===== src/rtl/pd_pkg.sv =====
package pd_pkg;

  typedef enum logic [2:0] {
    PD_NONE     = 3'd0,
    PD_LEAD     = 3'd1,
    PD_LAG      = 3'd2,
    PD_JIT_CLK  = 3'd3,
    PD_JIT_DAT  = 3'd4,
    PD_JIT_BOTH = 3'd5,
    PD_CLK_INV  = 3'd6,
    PD_RSVD     = 3'd7
  } pd_mode_e;

  typedef enum logic [1:0] {
    RATE_LOW  = 2'd0,
    RATE_MID  = 2'd1,
    RATE_HIGH = 2'd2,
    RATE_TOP  = 2'd3
  } pd_rate_e;

  localparam int LFSR_W = 16;

  // Legality of a setting at a rate class; quarter selects the two-tick amount.
  function automatic logic pd_setting_ok(pd_mode_e m, logic quarter, pd_rate_e r);
    logic ok;
    if (m == PD_NONE) begin
      ok = 1'b1;
    end else if (m == PD_RSVD) begin
      ok = 1'b0;
    end else if (r == RATE_HIGH || r == RATE_TOP) begin
      ok = 1'b0;
    end else if (m == PD_JIT_BOTH && quarter) begin
      ok = 1'b0;
    end else if (r == RATE_MID) begin
      ok = quarter && (m == PD_LEAD || m == PD_LAG ||
                       m == PD_JIT_CLK || m == PD_JIT_DAT);
    end else begin
      ok = 1'b1;
    end
    return ok;
  endfunction

  // Maximal-length Fibonacci step, taps 16,14,13,11.
  function automatic logic [LFSR_W-1:0] pd_lfsr_next(logic [LFSR_W-1:0] s);
    return {s[LFSR_W-2:0], s[15] ^ s[13] ^ s[12] ^ s[10]};
  endfunction

endpackage


===== src/rtl/pd_rst_sync.sv =====
module pd_rst_sync (
  input  logic clk,
  input  logic rst_n,
  output logic rst_q_n
);
  logic meta_q;

  always_ff @(posedge clk or negedge rst_n) begin
    if (!rst_n) begin
      meta_q  <= 1'b0;
      rst_q_n <= 1'b0;
    end else begin
      meta_q  <= 1'b1;
      rst_q_n <= meta_q;
    end
  end
endmodule


===== src/rtl/pd_phase.sv =====
// Tick phase counter; builds the reference clock and data lines.
module pd_phase #(
  parameter int TPB  = 8,
  parameter int PH_W = $clog2(TPB)
) (
  input  logic            clk,
  input  logic            rst_n,
  input  logic            tick_en,
  input  logic            din,
  output logic [PH_W-1:0] ph,
  output logic            bit_end,
  output logic            ref_clk,
  output logic            ref_dat
);
  localparam logic [PH_W-1:0] PH_LAST = PH_W'(TPB - 1);
  localparam logic [PH_W-1:0] PH_HALF = PH_W'(TPB / 2);

  logic [PH_W-1:0] ph_d;
  logic            dat_q;
  logic            dat_d;

  assign bit_end = tick_en && (ph == PH_LAST);
  assign ref_clk = (ph < PH_HALF);
  assign ref_dat = dat_q;

  always_comb begin
    ph_d  = ph;
    dat_d = dat_q;
    if (tick_en) begin
      ph_d = bit_end ? '0 : ph + 1'b1;
      if (bit_end) dat_d = din;
    end
  end

  always_ff @(posedge clk or negedge rst_n) begin
    if (!rst_n) begin
      ph    <= '0;
      dat_q <= 1'b0;
    end else begin
      ph    <= ph_d;
      dat_q <= dat_d;
    end
  end
endmodule


===== src/rtl/pd_ctrl.sv =====
// Per-bit configuration: legality, tap selection, jitter sign source.
module pd_ctrl
  import pd_pkg::*;
#(
  parameter int              TPB   = 8,
  parameter int              TAP_W = 3,
  parameter logic [LFSR_W-1:0] SEED = 16'hACE1
) (
  input  logic              clk,
  input  logic              rst_n,
  input  logic              bit_end,
  input  logic [2:0]        mode_sel,
  input  logic              amt_sel,
  input  logic [1:0]        rate_sel,
  output logic [TAP_W-1:0]  clk_tap,
  output logic [TAP_W-1:0]  dat_tap,
  output logic              clk_inv,
  output logic              cfg_err,
  output logic              dist_active,
  output logic [LFSR_W-1:0] lfsr_q
);
  localparam int STEP = TPB / 8;
  localparam int NOM  = 2 * STEP;
  localparam logic [TAP_W-1:0] T_NOM  = TAP_W'(NOM);
  localparam logic [TAP_W-1:0] T_E_LO = TAP_W'(NOM - STEP);
  localparam logic [TAP_W-1:0] T_E_HI = TAP_W'(NOM + STEP);
  localparam logic [TAP_W-1:0] T_Q_LO = TAP_W'(NOM - 2 * STEP);
  localparam logic [TAP_W-1:0] T_Q_HI = TAP_W'(NOM + 2 * STEP);

  pd_mode_e          mode;
  pd_rate_e          rate;
  logic              legal;
  logic [TAP_W-1:0]  lo_tap;
  logic [TAP_W-1:0]  hi_tap;
  logic [TAP_W-1:0]  clk_tap_d;
  logic [TAP_W-1:0]  dat_tap_d;
  logic              inv_d;
  logic              err_d;
  logic              act_d;
  logic [LFSR_W-1:0] lfsr_d;
  logic              sgn_c;
  logic              sgn_d;

  assign mode  = pd_mode_e'(mode_sel);
  assign rate  = pd_rate_e'(rate_sel);
  assign legal = pd_setting_ok(mode, amt_sel, rate);
  assign sgn_c = lfsr_q[0];
  assign sgn_d = lfsr_q[7];

  always_comb begin
    clk_tap_d = T_NOM;
    dat_tap_d = T_NOM;
    inv_d     = 1'b0;
    lo_tap    = amt_sel ? T_Q_LO : T_E_LO;
    hi_tap    = amt_sel ? T_Q_HI : T_E_HI;
    if (legal) begin
      case (mode)
        PD_LEAD:     dat_tap_d = lo_tap;
        PD_LAG:      dat_tap_d = hi_tap;
        PD_JIT_CLK:  clk_tap_d = sgn_c ? hi_tap : lo_tap;
        PD_JIT_DAT:  dat_tap_d = sgn_d ? hi_tap : lo_tap;
        PD_JIT_BOTH: begin
          clk_tap_d = sgn_c ? T_E_HI : T_E_LO;
          dat_tap_d = sgn_d ? T_E_HI : T_E_LO;
        end
        PD_CLK_INV:  inv_d = 1'b1;
        default:     ;
      endcase
    end
    err_d  = !legal;
    act_d  = legal && (mode != PD_NONE);
    lfsr_d = pd_lfsr_next(lfsr_q);
  end

  always_ff @(posedge clk or negedge rst_n) begin
    if (!rst_n) begin
      clk_tap     <= T_NOM;
      dat_tap     <= T_NOM;
      clk_inv     <= 1'b0;
      cfg_err     <= 1'b0;
      dist_active <= 1'b0;
      lfsr_q      <= SEED;
    end else if (bit_end) begin
      clk_tap     <= clk_tap_d;
      dat_tap     <= dat_tap_d;
      clk_inv     <= inv_d;
      cfg_err     <= err_d;
      dist_active <= act_d;
      lfsr_q      <= lfsr_d;
    end
  end
endmodule


===== src/rtl/pd_lane.sv =====
// Tapped delay line on the tick grid with a registered output.
module pd_lane #(
  parameter int DEPTH = 4,
  parameter int TAP_W = 3
) (
  input  logic             clk,
  input  logic             rst_n,
  input  logic             tick_en,
  input  logic             ref_in,
  input  logic [TAP_W-1:0] tap,
  input  logic             flip,
  output logic             lane_out
);
  logic [DEPTH-1:0] hist_q;
  logic [DEPTH-1:0] hist_d;
  logic [DEPTH:0]   line;
  logic             out_d;

  assign line = {hist_q, ref_in};

  always_comb begin
    hist_d = hist_q;
    out_d  = lane_out;
    if (tick_en) begin
      hist_d = line[DEPTH-1:0];
      out_d  = line[tap] ^ flip;
    end
  end

  always_ff @(posedge clk or negedge rst_n) begin
    if (!rst_n) begin
      hist_q   <= '0;
      lane_out <= 1'b0;
    end else begin
      hist_q   <= hist_d;
      lane_out <= out_d;
    end
  end
endmodule


===== src/rtl/clk_data_distorter.sv =====
module clk_data_distorter
  import pd_pkg::*;
#(
  parameter int                TICKS_PER_BIT = 8,
  parameter logic [LFSR_W-1:0] LFSR_SEED     = 16'hACE1
) (
  input  logic       clk,
  input  logic       rst_n,
  input  logic       tick_en,
  input  logic       din,
  input  logic [2:0] mode_sel,
  input  logic       amt_sel,
  input  logic [1:0] rate_sel,
  output logic       clk_out,
  output logic       dat_out,
  output logic       cfg_err,
  output logic       dist_active
);
  localparam int STEP  = TICKS_PER_BIT / 8;
  localparam int DEPTH = 4 * STEP;
  localparam int TAP_W = $clog2(DEPTH + 1);
  localparam int PH_W  = $clog2(TICKS_PER_BIT);
  localparam int LANES = 2;

  logic              rst_q_n;
  logic [PH_W-1:0]   ph;
  logic              bit_end;
  logic              ref_clk;
  logic              ref_dat;
  logic [TAP_W-1:0]  clk_tap;
  logic [TAP_W-1:0]  dat_tap;
  logic              clk_inv;
  logic [LFSR_W-1:0] lfsr_st;

  logic              lane_ref  [LANES];
  logic [TAP_W-1:0]  lane_tap  [LANES];
  logic              lane_flip [LANES];
  logic              lane_q    [LANES];

  pd_rst_sync u_rst (
    .clk     (clk),
    .rst_n   (rst_n),
    .rst_q_n (rst_q_n)
  );

  pd_phase #(.TPB(TICKS_PER_BIT), .PH_W(PH_W)) u_phase (
    .clk     (clk),
    .rst_n   (rst_q_n),
    .tick_en (tick_en),
    .din     (din),
    .ph      (ph),
    .bit_end (bit_end),
    .ref_clk (ref_clk),
    .ref_dat (ref_dat)
  );

  pd_ctrl #(.TPB(TICKS_PER_BIT), .TAP_W(TAP_W), .SEED(LFSR_SEED)) u_ctrl (
    .clk         (clk),
    .rst_n       (rst_q_n),
    .bit_end     (bit_end),
    .mode_sel    (mode_sel),
    .amt_sel     (amt_sel),
    .rate_sel    (rate_sel),
    .clk_tap     (clk_tap),
    .dat_tap     (dat_tap),
    .clk_inv     (clk_inv),
    .cfg_err     (cfg_err),
    .dist_active (dist_active),
    .lfsr_q      (lfsr_st)
  );

  // lane 0 carries the clock, lane 1 the data
  assign lane_ref[0]  = ref_clk;
  assign lane_tap[0]  = clk_tap;
  assign lane_flip[0] = clk_inv;
  assign lane_ref[1]  = ref_dat;
  assign lane_tap[1]  = dat_tap;
  assign lane_flip[1] = 1'b0;

  for (genvar g = 0; g < LANES; g++) begin : g_lane
    pd_lane #(.DEPTH(DEPTH), .TAP_W(TAP_W)) u_lane (
      .clk      (clk),
      .rst_n    (rst_q_n),
      .tick_en  (tick_en),
      .ref_in   (lane_ref[g]),
      .tap      (lane_tap[g]),
      .flip     (lane_flip[g]),
      .lane_out (lane_q[g])
    );
  end

  assign clk_out = lane_q[0];
  assign dat_out = lane_q[1];
endmodule


===== config.mk =====
export PLATFORM = sky130hd
export DESIGN_NAME = clk_data_distorter
export DESIGN_NICKNAME = d
export VERILOG_FILES = /design/src/rtl/pd_pkg.sv /design/src/rtl/pd_rst_sync.sv /design/src/rtl/pd_phase.sv /design/src/rtl/pd_ctrl.sv /design/src/rtl/pd_lane.sv /design/src/rtl/clk_data_distorter.sv
export SDC_FILE = /design/constraint.sdc
export NUM_CORES = 1
export LEC_CHECK = 0
export BUFFER_PORTS_ARGS = -buffer_cell sky130_fd_sc_hd__clkbuf_2
export CELL_PAD_IN_SITES_DETAIL_PLACEMENT = 0
export CELL_PAD_IN_SITES_GLOBAL_PLACEMENT = 2
export CORE_MARGIN = 8
export CORE_UTILIZATION = 35
export DETAILED_ROUTE_END_ITERATION = 8
export PLACE_DENSITY = 0.74
export RECOVER_POWER = 100
export SLEW_MARGIN = 25
export SYNTH_ARGS = -nofsm -noshare
export SYNTH_HDL_FRONTEND = slang
export SYNTH_HIERARCHICAL = 1
export SYNTH_SLANG_ARGS = --single-unit

===== constraint.sdc =====
create_clock -name clk -period 2.89 [get_ports clk]
set_input_delay 0.7225 -clock clk [delete_from_list [all_inputs] [get_ports clk]]
set_output_delay 0.7225 -clock clk [all_outputs]
set_load 0.02 [all_outputs]

==> results.json, run 1 <==
{
  "cts.sinks": 41,
  "status": "finished clean",
  "clock-skew-final_ns": 0.004507,
  "fin_crit_sh_pct": 70.55,
  "critPathMaxFanout": 29,
  "rr_worst_depth": 6,
  "fin_util_pct": 39.00,
  "hold_ws_ns": 0.2073,
  "grt_start_max_net_pins": 40,
  "reg2reg_to": "u_ctrl/clk_inv",
  "synth_area_um2": 1961,
  "grt-ovfl-total": 0,
  "cts-htree-levels": 2,
  "fill_cells": 577,
  "die_area_um2": 8253,
  "wl_um": 3466,
  "syn2layout_area_growth_pct": 8.871,
  "clock_latency_ns": 0.28,
  "place_area_um2": 2071,
  "drtIter0Drc": 43,
  "track_usage_pct": 8.934,
  "cp-end-kind": "flip-flop",
  "final_nets": 182,
  "seqCellArea_um2": 1039,
  "min_period_ns": 2.039,
  "place_hpwl_um": 2449,
  "path_clk_slew_ns": 0.08,
  "cts_buffer_depth": 2,
  "cts-buffers-inserted": 5,
  "worst_ir_drop_vdd_v": 0.0002864,
  "gp_congestion": 0.7623,
  "synthCells": 155,
  "start_kind": "primary input",
  "crit_required_ns": 3.12,
  "cts_tree": "done",
  "cts_resized": 0,
  "setup_viol_count_final": 0,
  "rows": 27,
  "postCtsSetupBuffers": 0,
  "via_per_inst": 4.967,
  "crit_type": "in -> reg",
  "finalHoldViolCount": 0,
  "multi_input_area_um2": 815.8,
  "layout-drive-gt1-share_pct": 32.16,
  "cap_violations": 0,
  "setup_tns_ns": 0,
  "r2r_start": "u_phase/ph[0]",
  "yosys_warnings": 6,
  "ant_nets": 0,
  "dr.pass1.iters": 4,
  "die_w_um": 90.85,
  "start_util_pct": 35.83,
  "p_leak_nw": 0.9153,
  "finalInstanceArea_um2": 2135,
  "root_buffer": "clkbuf_8",
  "drc": 0,
  "max_freq_ghz": 0.4904,
  "finalPower_mw": 1.637,
  "cts_hold_buf": 0,
  "drv_slew": 0,
  "antenna_found_initial": 0,
  "p_per_area_nw_per_um2": 766.7,
  "io_pins": 14,
  "core_area_um2": 5473,
  "rsz0062_at_grt": "no",
  "portBuffers": 13,
  "worstPathArrival_ns": 2.27,
  "vias": 1207,
  "fp.dieH_um": 90.85,
  "diodes": 0,
  "hold_class": "in -> async",
  "ff2ff_setup_slack_ns": 1.02,
  "syn_area_per_cell_um2": 12.65,
  "wl_per_cell_um": 14.26,
  "first_global_vias": 1317,
  "grt_first_pass_wirelength_um": 6058
}
==> metal layers <==
layer  track usage, %  wire length (um)  part of all wire (%)
met5                0                 0                     0
met4            4.093                51                   1.5
met3            2.411               102                   2.9
met2            15.96              1778                    51
met1            9.564              1534                    44
==> layout make-up <==
class | count | area share (%)
repair buffers | 14 | 3.107
inverters | 10 | 1.758
flip-flops and latches | 41 | 48.65
clock buffers | 5 | 3.224
multi-input cells | 98 | 38.22
clock inverters | 3 | 0.8206
well taps | 72 | 4.220
==> worst max-delay path, stage by stage <==
cell and delay (ns):
clkbuf_2 0.37, and2_4 0.44, inv_1 0.20, nor4b_1 0.31, a32o_1 0.21
==> power breakdown <==
| group | internal, mW | switching, mW |
|---|---|---|
| clock network | 0.167 | 0.191 |
| registers | 0.750 | 0.106 |
| logic | 0.209 | 0.214 |
| total | 1.13 | 0.511 |
==> registers in the layout, summed over array words and instances (netlist names), 2 cells and up <==
name / cells
g_lane.u_lane/hist_q: 8
u_ctrl/clk_tap: 3
u_ctrl/lfsr_q: 16
g_lane.u_lane/lane_out: 2
u_phase/ph: 3
u_ctrl/dat_tap: 3
==> how the worst max path moves through the flow <==
stage,startpoint,end,slack [ns],depth (start not counted)
3_5_place_dp,tick_en,u_ctrl/clk_inv,0.63,5
2_1_floorplan,tick_en,u_ctrl/lfsr_q[12],1.22,4
6_report,tick_en,u_ctrl/clk_inv,0.85,5
5_1_grt,tick_en,u_ctrl/clk_inv,0.73,5
3_3_place_gp,tick_en,u_ctrl/clk_inv,0.74,5
4_1_cts,tick_en,u_ctrl/clk_inv,0.94,5
==> cells in the final DEF (no fill, tap or decap), types with 3 or more instances in the layout <==
master,instances
dfrtp_1,31
mux2_2,23
inv_1,10
dfstp_2,10
clkbuf_2,8
clkbuf_8,5
nand3b_1,5
clkbuf_1,5
mux2i_1,4
nand2_1,4
xnor2_1,4
nor2_1,4
nor2b_1,3
a31oi_1,3
conb_1,3
nand2b_1,3
o21ai_0,3
mux2_1,3
==> stage by stage <==
stage	setup WS, ns	std cells
after floorplan	1.219	156
after global placement	0.7372	235
after detailed placement	0.6301	235
after CTS	0.9351	243
after global routing	0.7324	243
final	0.8510	243
(Power assumes the default switching activity.)
==> run 2, diff against run 1 <==
Clock period 2.89 ns to 1.9 ns, I/O delays scaled along.
==> results.json, run 2 (synthesis results as in run 1) <==
{
  "fill_cells": 554,
  "p_leak_nw": 0.9388,
  "grt_start_max_net_pins": 40,
  "p_per_area_nw_per_um2": 1221,
  "fp.dieH_um": 90.85,
  "final_nets": 185,
  "cp-end-kind": "flip-flop",
  "die_w_um": 90.85,
  "finalInstanceArea_um2": 2198,
  "min-delay-start": "u_rst/meta_q",
  "antenna_found_initial": 0,
  "hold_class": "reg -> reg",
  "clock_latency_ns": 0.29,
  "hold_path_depth": 0,
  "status": "finished clean",
  "wl_per_cell_um": 14.27,
  "final_common_cell": "dfrtp_1",
  "wl_um": 3510,
  "ant_nets": 0,
  "path_cells": "ha_1, ha_1, and2_4, inv_1, nor4b_1, a32o_1",
  "layout_common_cells": "31 x dfrtp_1, 23 x mux2_2, 10 x inv_1, 10 x dfstp_2, 8 x clkbuf_2",
  "setup_tns_ns": 0,
  "cts.sinks": 41,
  "gp_congestion": 0.7438,
  "start_kind": "flip-flop",
  "rows": 27,
  "clock-skew-final_ns": 0.004807,
  "tightestPinTransition_ns": 0.9428,
  "rsz0062_at_grt": "no",
  "ff2ff_setup_slack_ns": 0.25,
  "dr.pass1.iters": 4,
  "root_buffer": "clkbuf_8",
  "cap_violations": 0,
  "drtIter0Drc": 116,
  "place_hpwl_um": 2522,
  "worstPathArrival_ns": 1.88,
  "postCtsSetupBuffers": 0,
  "cts-htree-levels": 2,
  "pwr-share-clk_pct": 26.8,
  "grt-ovfl-total": 0,
  "p_int_mw": 1.900,
  "reg2reg_to": "u_ctrl/clk_inv",
  "diodes": 0,
  "finalHoldViolCount": 0,
  "cts_resized": 0,
  "layout-drive-gt1-share_pct": 31.61,
  "die_area_um2": 8253,
  "largestRegisters": "u_ctrl/lfsr_q x16, g_lane.u_lane/hist_q x8",
  "place_area_um2": 2098,
  "power_frac_comb_pct": 24.7,
  "critPathMaxFanout": 13,
  "max_freq_ghz": 0.6052,
  "fin_util_pct": 40.17,
  "portBuffers": 13,
  "drv_slew": 0,
  "min_period_ns": 1.652,
  "finalPower_mw": 2.684,
  "crit_top_cell": "ha_1",
  "max_stage_delay_ns": 0.38,
  "crit_required_ns": 2.13,
  "setup_viol_count_final": 0,
  "core_area_um2": 5473,
  "top_register": "u_ctrl/lfsr_q",
  "cts_hold_buf": 1,
  "seqPwrFrac_pct": 48.5,
  "r2r_start": "u_phase/ph[0]",
  "slew_headroom_pct": 37.15,
  "crit_path_top_delay_cell": "dfrtp_1",
  "rr_worst_depth": 6,
  "switchingPower_mw": 0.7841,
  "grt_first_pass_wirelength_um": 6320,
  "setup.worst_path.start": "u_phase/ph[0]",
  "start_util_pct": 35.83,
  "min_to": "u_rst/rst_q_n",
  "largest_register_ffs": 16,
  "crit_type": "reg -> reg",
  "track_usage_pct": 9.374,
  "syn2layout_area_growth_pct": 12.13,
  "worst_ir_drop_vdd_v": 0.0004744,
  "io_pins": 14,
  "crit_buf_inv": 1,
  "first_global_vias": 1332,
  "fin_crit_sh_pct": 86.96,
  "cts_buffer_depth": 2,
  "critPathTopFamily": "simple AND/OR/NAND/NOR gates",
  "path_clk_slew_ns": 0.08,
  "drc": 0,
  "via_per_inst": 4.955,
  "swShare_pct": 29.22,
  "cts-buffers-inserted": 5,
  "vias": 1219,
  "cts_tree": "done"
}
==> run 2: cell count changes in the layout (fill, tap and decap cells not counted), sizes merged <==
cell         delta
bufinv          +1
clkinv          -2
clkbuf          +3
dlygate4sd3     +1
==> run 2: cell type report <==
cell class / instances / area, um2 / area share, %
Clock buffer: 6 / 82.58 / 3.756
Tap cell: 72 / 90.09 / 4.098
Inverter: 10 / 37.54 / 1.707
Clock inverter: 2 / 37.54 / 1.707
Timing Repair Buffer: 17 / 96.34 / 4.382
Multi-Input combinational cell: 98 / 815.8 / 37.11
Sequential cell: 41 / 1039 / 47.24
==> run 2: power groups by stage <==
| stage | clock network [mW] | registers, mW | logic (mW) |
|---|---|---|---|
| 3_3_place_gp | 0 | 1.31 | 0.668 |
| 4_1_cts | 0.750 | 1.31 | 0.701 |
| 6_report | 0.718 | 1.30 | 0.664 |
| 2_1_floorplan | 0 | 1.33 | 0.486 |
| 5_1_grt | 0.794 | 1.34 | 0.760 |
| 3_5_place_dp | 0 | 1.32 | 0.696 |
==> run 2: worst max path at each step <==
stage,to,slack (ns),cells past startpoint
finish,u_ctrl/clk_inv,0.25,6
global route,u_ctrl/clk_inv,0.16,6
CTS,u_ctrl/lfsr_q[8],0.25,5
detailed placement,u_ctrl/lfsr_q[8],0.26,5
global placement,u_ctrl/cfg_err,0.31,4
floorplan,u_ctrl/lfsr_q[14],0.27,6
==> run 2: worst register-to-register path, cell delays in order, from the launching register on <==
cell and delay [ns]:
dfrtp_1 0.38, ha_1 0.18, ha_1 0.19, and2_4 0.26, inv_1 0.15, nor4b_1 0.26, a32o_1 0.19
==> run 2: per-layer routing <==
metal	vias up	track usage, %	share of wire (%)
met4	0	2.046	0.11
met5	-	0	0
met1	617	11.12	43
met3	2	3.408	3.9
met2	16	15.77	53
li1	584	-	-
==> run 2: through the flow <==
| stage | hold WS, ns | worst slack (ns) | std cells |
|---|---|---|---|
| global placement | 0.2610 | 0.3112 | 237 |
| CTS | 0.3297 | 0.2473 | 246 |
| detailed placement | 0.2620 | 0.2598 | 237 |
| finish | 0.3654 | 0.2477 | 246 |
| floorplan | 0.1794 | 0.2665 | 156 |
| global route | 0.3739 | 0.1615 | 246 |
==> run 3, diff against run 2 <==
Settings changed: CELL_PAD_IN_SITES_DETAIL_PLACEMENT 0 to 1, CELL_PAD_IN_SITES_GLOBAL_PLACEMENT 2 to 1, PLACE_DENSITY 0.74 to 0.71, SETUP_SLACK_MARGIN set to 0.5.
==> results.json, run 3 (synthesis results as in run 1) <==
{
  "cp-end-kind": "flip-flop",
  "die_area_um2": 8253,
  "rsz0062_at_grt": "yes",
  "root_buffer": "clkbuf_8",
  "setup_tns_ns": 0,
  "start_util_pct": 35.83,
  "first_global_vias": 1402,
  "pwr-share-clk_pct": 21.5,
  "crit_required_ns": 2.09,
  "largest_register_ffs": 16,
  "rows": 27,
  "r2r_start": "u_phase/ph[1]",
  "p_int_mw": 1.830,
  "final_nets": 196,
  "ant_nets": 0,
  "cap_violations": 0,
  "min-delay-start": "u_rst/meta_q",
  "cts-htree-levels": 2,
  "tightestPinTransition_ns": 0.9662,
  "p_per_area_nw_per_um2": 1176,
  "gp_congestion": 0.8440,
  "rr_worst_depth": 5,
  "crit_path_top_delay_cell": "dfrtp_1",
  "path_clk_slew_ns": 0.09,
  "final_common_cell": "dfrtp_1",
  "track_usage_pct": 10.63,
  "io_pins": 14,
  "via_per_inst": 5.062,
  "hold_path_depth": 0,
  "status": "finished clean",
  "hold_class": "reg -> reg",
  "slew_headroom_pct": 35.59,
  "cts-buffers-inserted": 5,
  "start_kind": "flip-flop",
  "cts.sinks": 41,
  "p_leak_nw": 1.008,
  "clock-skew-final_ns": 0.007957,
  "fin_crit_sh_pct": 87.12,
  "power_frac_comb_pct": 30.2,
  "grt_start_max_net_pins": 40,
  "fin_ws_ns": 0.2448,
  "worst_ir_drop_vdd_v": 0.0003387,
  "diodes": 0,
  "hold_ws_ns": 0.3566,
  "largestRegisters": "u_ctrl/lfsr_q x16, g_lane.u_lane/hist_q x8",
  "worstPathArrival_ns": 1.84,
  "vias": 1301,
  "cts_buffer_depth": 2,
  "seqPwrFrac_pct": 48.3,
  "layout-drive-gt1-share_pct": 31.89,
  "finalPower_mw": 2.718,
  "syn2layout_area_growth_pct": 17.87,
  "max_freq_ghz": 0.6041,
  "ff2ff_setup_slack_ns": 0.24,
  "setup_viol_count_final": 0,
  "max_stage_delay_ns": 0.36,
  "wl_um": 4331,
  "final_cells": 257,
  "drtIter0Drc": 69,
  "fill_cells": 614,
  "critPathMaxFanout": 8,
  "wl_per_cell_um": 16.85,
  "fp.dieH_um": 90.85,
  "min_period_ns": 1.655,
  "switchingPower_mw": 0.8878,
  "core_area_um2": 5473,
  "min_to": "u_rst/rst_q_n",
  "top_register": "u_ctrl/lfsr_q",
  "grt_first_pass_wirelength_um": 6934,
  "grt-ovfl-total": 0,
  "layout_common_cells": "31 x dfrtp_1, 12 x mux2_1",
  "antenna_found_initial": 0,
  "swShare_pct": 32.67,
  "drc": 0,
  "drv_slew": 0,
  "place_inst": 237,
  "path_cells": "ha_1, ha_4, and2_4, clkbuf_2, mux2_1",
  "die_w_um": 90.85,
  "reg2reg_to": "u_ctrl/lfsr_q[14]",
  "place_hpwl_um": 2864,
  "place_ws_ns": 0.2859,
  "portBuffers": 13,
  "finalHoldViolCount": 0,
  "crit_type": "reg -> reg",
  "dr.pass1.iters": 6,
  "clock_latency_ns": 0.30,
  "cts_tree": "done"
}
[run 3: through the flow]
stage | area (um2) | utilization [%]
after floorplan | 1996 | -
after global placement | 2117 | 38.68
after detailed placement | 2117 | 38.68
after CTS | 2326 | 42.50
after global routing | 2311 | 42.23
final | 2311 | 42.23
[run 3: worst max-delay path, delay by kind of cell (launching register included)]
family	cells	cell delay [ns]
adder cells (fa/ha/maj)	2	0.37
flip-flops	1	0.36
multiplexers	1	0.35
buffers and inverters	1	0.26
AND/OR/NAND/NOR	1	0.21
[run 3: timing repair]
| action | CTS | global route |
|---|---|---|
| hold buffers | 1 | 0 |
| buffers inserted | 7 | 1 |
| cloned | 1 | 2 |
| endpoints found under the setup margin | 21 | 25 |
| gates resized for setup | 7 | 15 |
| hold endpoints to repair | 2 | 0 |
| pin swaps | 1 | 3 |
[run 3: how the worst max path moves through the flow]
stage / from / end / slack, ns / cells after the start
floorplan: u_phase/ph[0] / u_ctrl/lfsr_q[14] / 0.37 / 6
global placement: mode_sel[2] / u_ctrl/cfg_err / 0.31 / 4
detailed placement: mode_sel[2] / u_ctrl/cfg_err / 0.29 / 4
CTS: u_phase/ph[1] / u_ctrl/lfsr_q[9] / 0.37 / 5
global route: u_phase/ph[1] / u_ctrl/clk_inv / 0.18 / 6
finish: u_phase/ph[1] / u_ctrl/lfsr_q[14] / 0.24 / 5
[run 3: final cells by class]
type                    count  area, um2  area share [%]
clock buffers               5      68.82           2.978
clock inverters             3      25.02           1.083
inverters                  10      37.54           1.624
multi-input cells          99      852.1           36.87
flip-flops and latches     41       1039           44.94
well taps                  72      90.09           3.898
repair buffers             27      198.9           8.609
[run 3: layer usage]
layer	global-route usage [%]	vias up	wire [um]
met5	0	-	0
met4	3.274	0	38
met3	3.907	4	130
met2	18.88	15	2415
met1	11.42	670	1745
li1	-	612	-
[run 3: power groups by stage]
stage | sequential, mW | clock, mW | combinational (mW)
2_1_floorplan | 1.33 | 0 | 0.513
3_5_place_dp | 1.33 | 0 | 0.740
5_1_grt | 1.35 | 0.652 | 0.907
3_3_place_gp | 1.31 | 0 | 0.686
4_1_cts | 1.31 | 0.614 | 0.832
6_report | 1.31 | 0.585 | 0.821
